File: config.mk
export PLATFORM = sky130hd
export DESIGN_NAME = shadow_state_unit
export DESIGN_NICKNAME = d
export VERILOG_FILES = /design/src/rtl/shadow_pkg.sv /design/src/rtl/shadow_addr_gen.sv /design/src/rtl/field_locator.sv /design/src/rtl/field_mux.sv /design/src/rtl/shadow_state_unit.sv
export SDC_FILE = /design/constraint.sdc
export NUM_CORES = 1
export LEC_CHECK = 0
export ABC_AREA = 1
export BUFFER_PORTS_ARGS = -buffer_cell sky130_fd_sc_hd__buf_4
export CORE_ASPECT_RATIO = 1.25
export CORE_MARGIN = 2
export CORE_UTILIZATION = 51
export CTS_BUF_LIST = sky130_fd_sc_hd__clkbuf_8
export DETAILED_ROUTE_END_ITERATION = 6
export HOLD_SLACK_MARGIN = 0.03
export PLACE_DENSITY = 0.86
export SYNTH_ARGS = -nofsm -noshare
export SYNTH_HDL_FRONTEND = slang
export SYNTH_HIERARCHICAL = 1
export SYNTH_SLANG_ARGS = --single-unit
export TNS_END_PERCENT = 5
File: constraint.sdc
create_clock -name clk -period 2.2 [get_ports clk]
set_input_delay 0.22 -clock clk [delete_from_list [all_inputs] [get_ports clk]]
set_output_delay 0.22 -clock clk [all_outputs]
set_load 0.02 [all_outputs]
File: src/rtl/shadow_pkg.sv
// Package: shared types and helpers for the shadow state unit.
// Assumes data words of 2**WORD_LG bytes and an 8-bit shadow byte.
package shadow_pkg;

    // State bits per word, as selected by the mode input.
    typedef enum logic [1:0] {
        BPW_1   = 2'd0,
        BPW_2   = 2'd1,
        BPW_4   = 2'd2,
        BPW_4_R = 2'd3
    } bpw_e;

    // Number of address bits that index a field inside the shadow byte.
    function automatic int unsigned idx_bits(bpw_e m);
        case (m)
            BPW_1:   return 3;
            BPW_2:   return 2;
            default: return 1;
        endcase
    endfunction

    // Field width in bits for a mode.
    function automatic int unsigned field_w(bpw_e m);
        case (m)
            BPW_1:   return 1;
            BPW_2:   return 2;
            default: return 4;
        endcase
    endfunction

endpackage

File: src/rtl/shadow_addr_gen.sv
// Module: shadow_addr_gen
// Purpose: forms the shadow byte address as base + (data address >> shift),
//          the shift being word offset bits plus field-index bits.
// Assumes: word-granular accesses; sum wraps at ADDR_W bits.
module shadow_addr_gen
    import shadow_pkg::*;
#(
    parameter int ADDR_W  = 32,
    parameter int WORD_LG = 2
) (
    input  bpw_e              mode,
    input  logic [ADDR_W-1:0] base,
    input  logic [ADDR_W-1:0] addr,
    output logic [ADDR_W-1:0] shadow_addr
);
    localparam int BYTE_LG = 3;
    localparam int NMODES  = 3;

    logic [ADDR_W-1:0] shifted [NMODES];

    // One pre-shifted copy of the address per supported width.
    for (genvar g = 0; g < NMODES; g++) begin : g_shift
        localparam int SH = WORD_LG + BYTE_LG - g;
        assign shifted[g] = addr >> SH;
    end

    // Pick the shift for the mode and add the base.
    always_comb begin
        case (mode)
            BPW_1:   shadow_addr = base + shifted[0];
            BPW_2:   shadow_addr = base + shifted[1];
            default: shadow_addr = base + shifted[2];
        endcase
    end

endmodule

File: src/rtl/field_locator.sv
// Module: field_locator
// Purpose: turns the in-byte index bits of the address into the field's
//          lowest bit position and an 8-bit mask covering the field.
// Assumes: idx carries address bits above the word offset (3 bits).
module field_locator
    import shadow_pkg::*;
#(
    parameter int BYTE_W = 8,
    localparam int LSB_W = $clog2(BYTE_W)
) (
    input  bpw_e              mode,
    input  logic [LSB_W-1:0]  idx,
    output logic [LSB_W-1:0]  lsb,
    output logic [BYTE_W-1:0] mask,
    output logic [BYTE_W-1:0] wmask
);
    // Position of the field: index times field width, index truncated per mode.
    always_comb begin
        case (mode)
            BPW_1: begin
                lsb   = idx;
                wmask = BYTE_W'(8'h01);
            end
            BPW_2: begin
                lsb   = {idx[LSB_W-2:0], 1'b0};
                wmask = BYTE_W'(8'h03);
            end
            default: begin
                lsb   = {idx[0], {(LSB_W-1){1'b0}}};
                wmask = BYTE_W'(8'h0F);
            end
        endcase
    end

    // Mask of the field inside the byte.
    assign mask = wmask << lsb;

endmodule

File: src/rtl/field_mux.sv
// Module: field_mux
// Purpose: extracts the selected field from the shadow byte and builds the
//          write-back byte with only that field replaced.
// Assumes: lsb/mask/wmask come from field_locator for the same mode.
module field_mux #(
    parameter int BYTE_W  = 8,
    parameter int STATE_W = 4,
    localparam int LSB_W  = $clog2(BYTE_W)
) (
    input  logic [BYTE_W-1:0]  sbyte,
    input  logic [STATE_W-1:0] nstate,
    input  logic [LSB_W-1:0]   lsb,
    input  logic [BYTE_W-1:0]  mask,
    input  logic [BYTE_W-1:0]  wmask,
    output logic [STATE_W-1:0] val,
    output logic [BYTE_W-1:0]  merged
);
    logic [BYTE_W-1:0] down;
    logic [BYTE_W-1:0] ins;

    // Extract: move field to bit 0 and clear the rest.
    always_comb begin
        down = (sbyte >> lsb) & wmask;
        val  = down[STATE_W-1:0];
    end

    // Merge: clear the field, insert the trimmed new state.
    always_comb begin
        ins    = ({{(BYTE_W-STATE_W){1'b0}}, nstate} & wmask) << lsb;
        merged = (sbyte & ~mask) | ins;
    end

endmodule

File: src/rtl/shadow_state_unit.sv
// Module: shadow_state_unit (top)
// Purpose: registered shadow address generation and state field extract/merge.
// Assumes: word-granular accesses only; all inputs valid with in_valid;
//          results appear one cycle later and hold while in_valid is low.
module shadow_state_unit
    import shadow_pkg::*;
#(
    parameter int ADDR_W  = 32,
    parameter int WORD_LG = 2,
    parameter int BYTE_W  = 8,
    parameter int STATE_W = 4
) (
    input  logic               clk,
    input  logic               rst_n,
    input  logic               in_valid,
    input  logic [1:0]         bpw_mode,
    input  logic [ADDR_W-1:0]  state_base,
    input  logic [ADDR_W-1:0]  data_addr,
    input  logic [BYTE_W-1:0]  state_byte,
    input  logic [STATE_W-1:0] new_state,
    output logic               out_valid,
    output logic [ADDR_W-1:0]  state_addr,
    output logic [STATE_W-1:0] state_val,
    output logic [BYTE_W-1:0]  merged_byte
);
    localparam int LSB_W = $clog2(BYTE_W);

    bpw_e               mode;
    logic [ADDR_W-1:0]  addr_c;
    logic [LSB_W-1:0]   lsb_c;
    logic [BYTE_W-1:0]  mask_c;
    logic [BYTE_W-1:0]  wmask_c;
    logic [STATE_W-1:0] val_c;
    logic [BYTE_W-1:0]  merged_c;

    assign mode = bpw_e'(bpw_mode);

    shadow_addr_gen #(
        .ADDR_W  (ADDR_W),
        .WORD_LG (WORD_LG)
    ) u_addr (
        .mode        (mode),
        .base        (state_base),
        .addr        (data_addr),
        .shadow_addr (addr_c)
    );

    field_locator #(
        .BYTE_W (BYTE_W)
    ) u_loc (
        .mode  (mode),
        .idx   (data_addr[WORD_LG +: LSB_W]),
        .lsb   (lsb_c),
        .mask  (mask_c),
        .wmask (wmask_c)
    );

    field_mux #(
        .BYTE_W  (BYTE_W),
        .STATE_W (STATE_W)
    ) u_mux (
        .sbyte  (state_byte),
        .nstate (new_state),
        .lsb    (lsb_c),
        .mask   (mask_c),
        .wmask  (wmask_c),
        .val    (val_c),
        .merged (merged_c)
    );

    // Valid pipeline flag.
    always_ff @(posedge clk) begin
        if (!rst_n) out_valid <= 1'b0;
        else        out_valid <= in_valid;
    end

    // Result registers, loaded only on a valid input.
    always_ff @(posedge clk) begin
        if (!rst_n) begin
            state_addr  <= '0;
            state_val   <= '0;
            merged_byte <= '0;
        end else if (in_valid) begin
            state_addr  <= addr_c;
            state_val   <= val_c;
            merged_byte <= merged_c;
        end
    end

endmodule


==> out/results.md <==
| Result | Reported |
|:---|:---|
| Crit-path max FO | 7 |
| Post-Synthesis Cells | 1019 |
| Setup TNS after final layout | 0 ps |
| Number of buffers inserted during clock tree synthesis | 5 |
| Filler instances | 883 |
| Largest net degree at the start of global routing | 48 |
| Fraction of final layout cells sized beyond drive strength 1 | 0.270 |
| Clock Pin Slew Worst Setup and Hold Paths | 80 ps |
| Cell Pwr Density | 492 nW/um^2 |
| Wire length of the first global-routing pass | 24.7 mm |
| Via density | 4.91 |
| Reg-to-reg startpoint | state_addr[13] |
| Tcrit/Tclk final | 0.994 |
| Number of design rule violations left after detail routing | 0 |
| Critical path class | primary input to flip-flop |
| Setup repair after global routing missed its margin | yes |
| R2R cell count | 2 |
| Mapped cell area | 5350 um^2 |
| Diodes inserted | 0 |
| Final hold violations | 0 |
| DRC violation total after the first TritonRoute iteration | 280 |
| Clock latency of the later-clocked register in the worst-skew pair | 300 ps |
| Via total after detailed routing | 6478 |
| Overflow left after global routing | 0 |
| Total area of multi-input combinational cells | 3860 um^2 |
| Worst VDD drop | 262 uV |
| Residual antenna-violating net count after detailed routing | 0 |
| Fin Clk Skew | 0 ps |
| Chip height | 119 um |
| Total routed wirelength | 16.1 mm |
| CTS tree | yes |
| Path category of the worst min-delay check | primary input to flip-flop |
| Overall global routing resource usage | 0.266 |
| Critical path launch point | bpw_mode[1] |
| Synthesized Nets | 1133 |
| Number of maximum-capacitance constraint violations | 0 |
| Final setup violation count | 0 |
| Result of the run | complete, no violations |
| Via count of the first global-routing pass | 5793 |
| Leakage | 4.42 nW |
| Number of antenna violations at the first check in global routing | 0 |
| Number of clock sinks | 45 |
| Final design area excluding fillers | 7260 um^2 |
| Worst hold path cell count | 8 |
| Die Area | 11300 um^2 |
| Area taken by flip-flops and latches | 901 um^2 |
| Placeable core region | 10200 um^2 |
| Most used cells in the layout excluding fill and tap cells | 347 x sky130_fd_sc_hd__nand2_1, 186 x sky130_fd_sc_hd__inv_1, 182 x sky130_fd_sc_hd__buf_4, 154 x sky130_fd_sc_hd__nor2_1, 45 x sky130_fd_sc_hd__dfxtp_1 |
| Final Total Pwr | 3.57 mW |
| Chip width | 95.6 um |
| Clock period minus worst slack | 2190 ps |
| I/O Buffers | 123 |
| Pre-antenna DRT Iters | 5 |
| Effective utilization at floorplan | 0.527 |
| Placer's final routability congestion estimate | 0.991 |
| Register-to-register setup slack | 1590 ps |
| YS warnings | 6 |
| Worst Setup End Kind | flip-flop |
| Number of top-level pins | 126 |
| Total cell area at the placement stage | 6750 um^2 |
| Total number of nets in the final design | 1303 |
| Average detailed-routed wire length per instance | 12.2 um |
| Number of levels in the clock H-tree | 2 |
| Count of final max-slew check failures | 0 |
| Library cell used as clock root buffer | sky130_fd_sc_hd__clkbuf_8 |
| Most common library cell in the layout ignoring fill and taps | sky130_fd_sc_hd__nand2_1 |
| Critical Path AT | 2440 ps |
| Row count | 41 |
| Required time reported for the critical path endpoint | 2450 ps |
| Startpoint type of the worst setup path | primary input |
| Post-synthesis average cell area | 5.25 um^2 |
| Layout-stage area growth over the synthesis result | 35.6% |
| Worst Hold Launch | state_base[31] |
| Max frequency | 457 MHz |
| Post-cts hold buffer count | 0 |
| Maximum buffer depth of the clock tree | 2 |
| HPWL Detailed | 12.5 mm |
==> area by class of cell <==
cell class              count  share of cell area
clock buffers               5             0.00948
well taps                 129              0.0222
multi-input cells         747               0.532
inverters                 200               0.104
flip-flops and latches     45               0.124
repair buffers            190               0.205
clock inverters             3             0.00241
==> per-layer routing <==
layer,vias to the layer above,GRT usage,routed length [um]
li1,3379,-,-
met1,2835,0.319,6710
met2,221,0.477,7960
met3,43,0.0261,876
met4,0,0.0964,535
met5,-,0,0
==> sequential cells by signal (all words and copies together), names as in the netlist <==
| register | count |
|---|---|
| merged_byte | 8 |
| out_valid | 1 |
| state_addr | 32 |
| state_val | 4 |
==> path summary, 6_finish.rpt <==
path	endpoint
worst max-delay path	state_addr[9]
worst min-delay path	state_addr[31]
worst max register to register	state_addr[13]
worst min register to register	state_val[3]
==> per-stage QoR <==
stage | instances | worst slack (ps) | utilization | hold WS [ps]
6_report | 1319 | 12.8 | 0.715 | 313
5_1_grt | 1319 | -124 | 0.715 | 346
4_1_cts | 1311 | 30.2 | 0.673 | 308
3_5_place_dp | 1303 | -325 | 0.664 | 462
3_3_place_gp | 1303 | -271 | 0.664 | 458
2_1_floorplan | 1019 | 3.84 | - | 495
==> report_power, final <==
group,switching (mW),internal [mW],leakage [nW],total (mW)
sequential,0.0481,0.897,0.374,0.946
clock,0.284,0.219,0.0439,0.503
combinational,1.23,0.895,4.00,2.12
total,1.56,2.01,4.42,3.57
==> critical path, cell delays in order <==
cell	delay, ps
sky130_fd_sc_hd__buf_12	120
sky130_fd_sc_hd__nor2_4	110
sky130_fd_sc_hd__inv_2	50
sky130_fd_sc_hd__buf_6	120
sky130_fd_sc_hd__o22ai_1	100
sky130_fd_sc_hd__a21oi_1	70
sky130_fd_sc_hd__ha_1	390
sky130_fd_sc_hd__nand2_1	120
sky130_fd_sc_hd__nand2_1	100
sky130_fd_sc_hd__inv_1	110
sky130_fd_sc_hd__nand2_1	60
sky130_fd_sc_hd__nand2_1	50
sky130_fd_sc_hd__nand3_1	140
sky130_fd_sc_hd__buf_4	180
sky130_fd_sc_hd__xor2_1	160
sky130_fd_sc_hd__inv_1	70
sky130_fd_sc_hd__nand2_1	80
sky130_fd_sc_hd__nand2_1	70
sky130_fd_sc_hd__nor2_1	90
==> repair_timing <==
item / in CTS / in global routing
buffers inserted: 0 / 8
gates resized for setup: 1 / 99
endpoints found under the setup margin: 1 / 23
pin swaps: 0 / 39
Note: power is estimated with default switching activity, not from simulation.
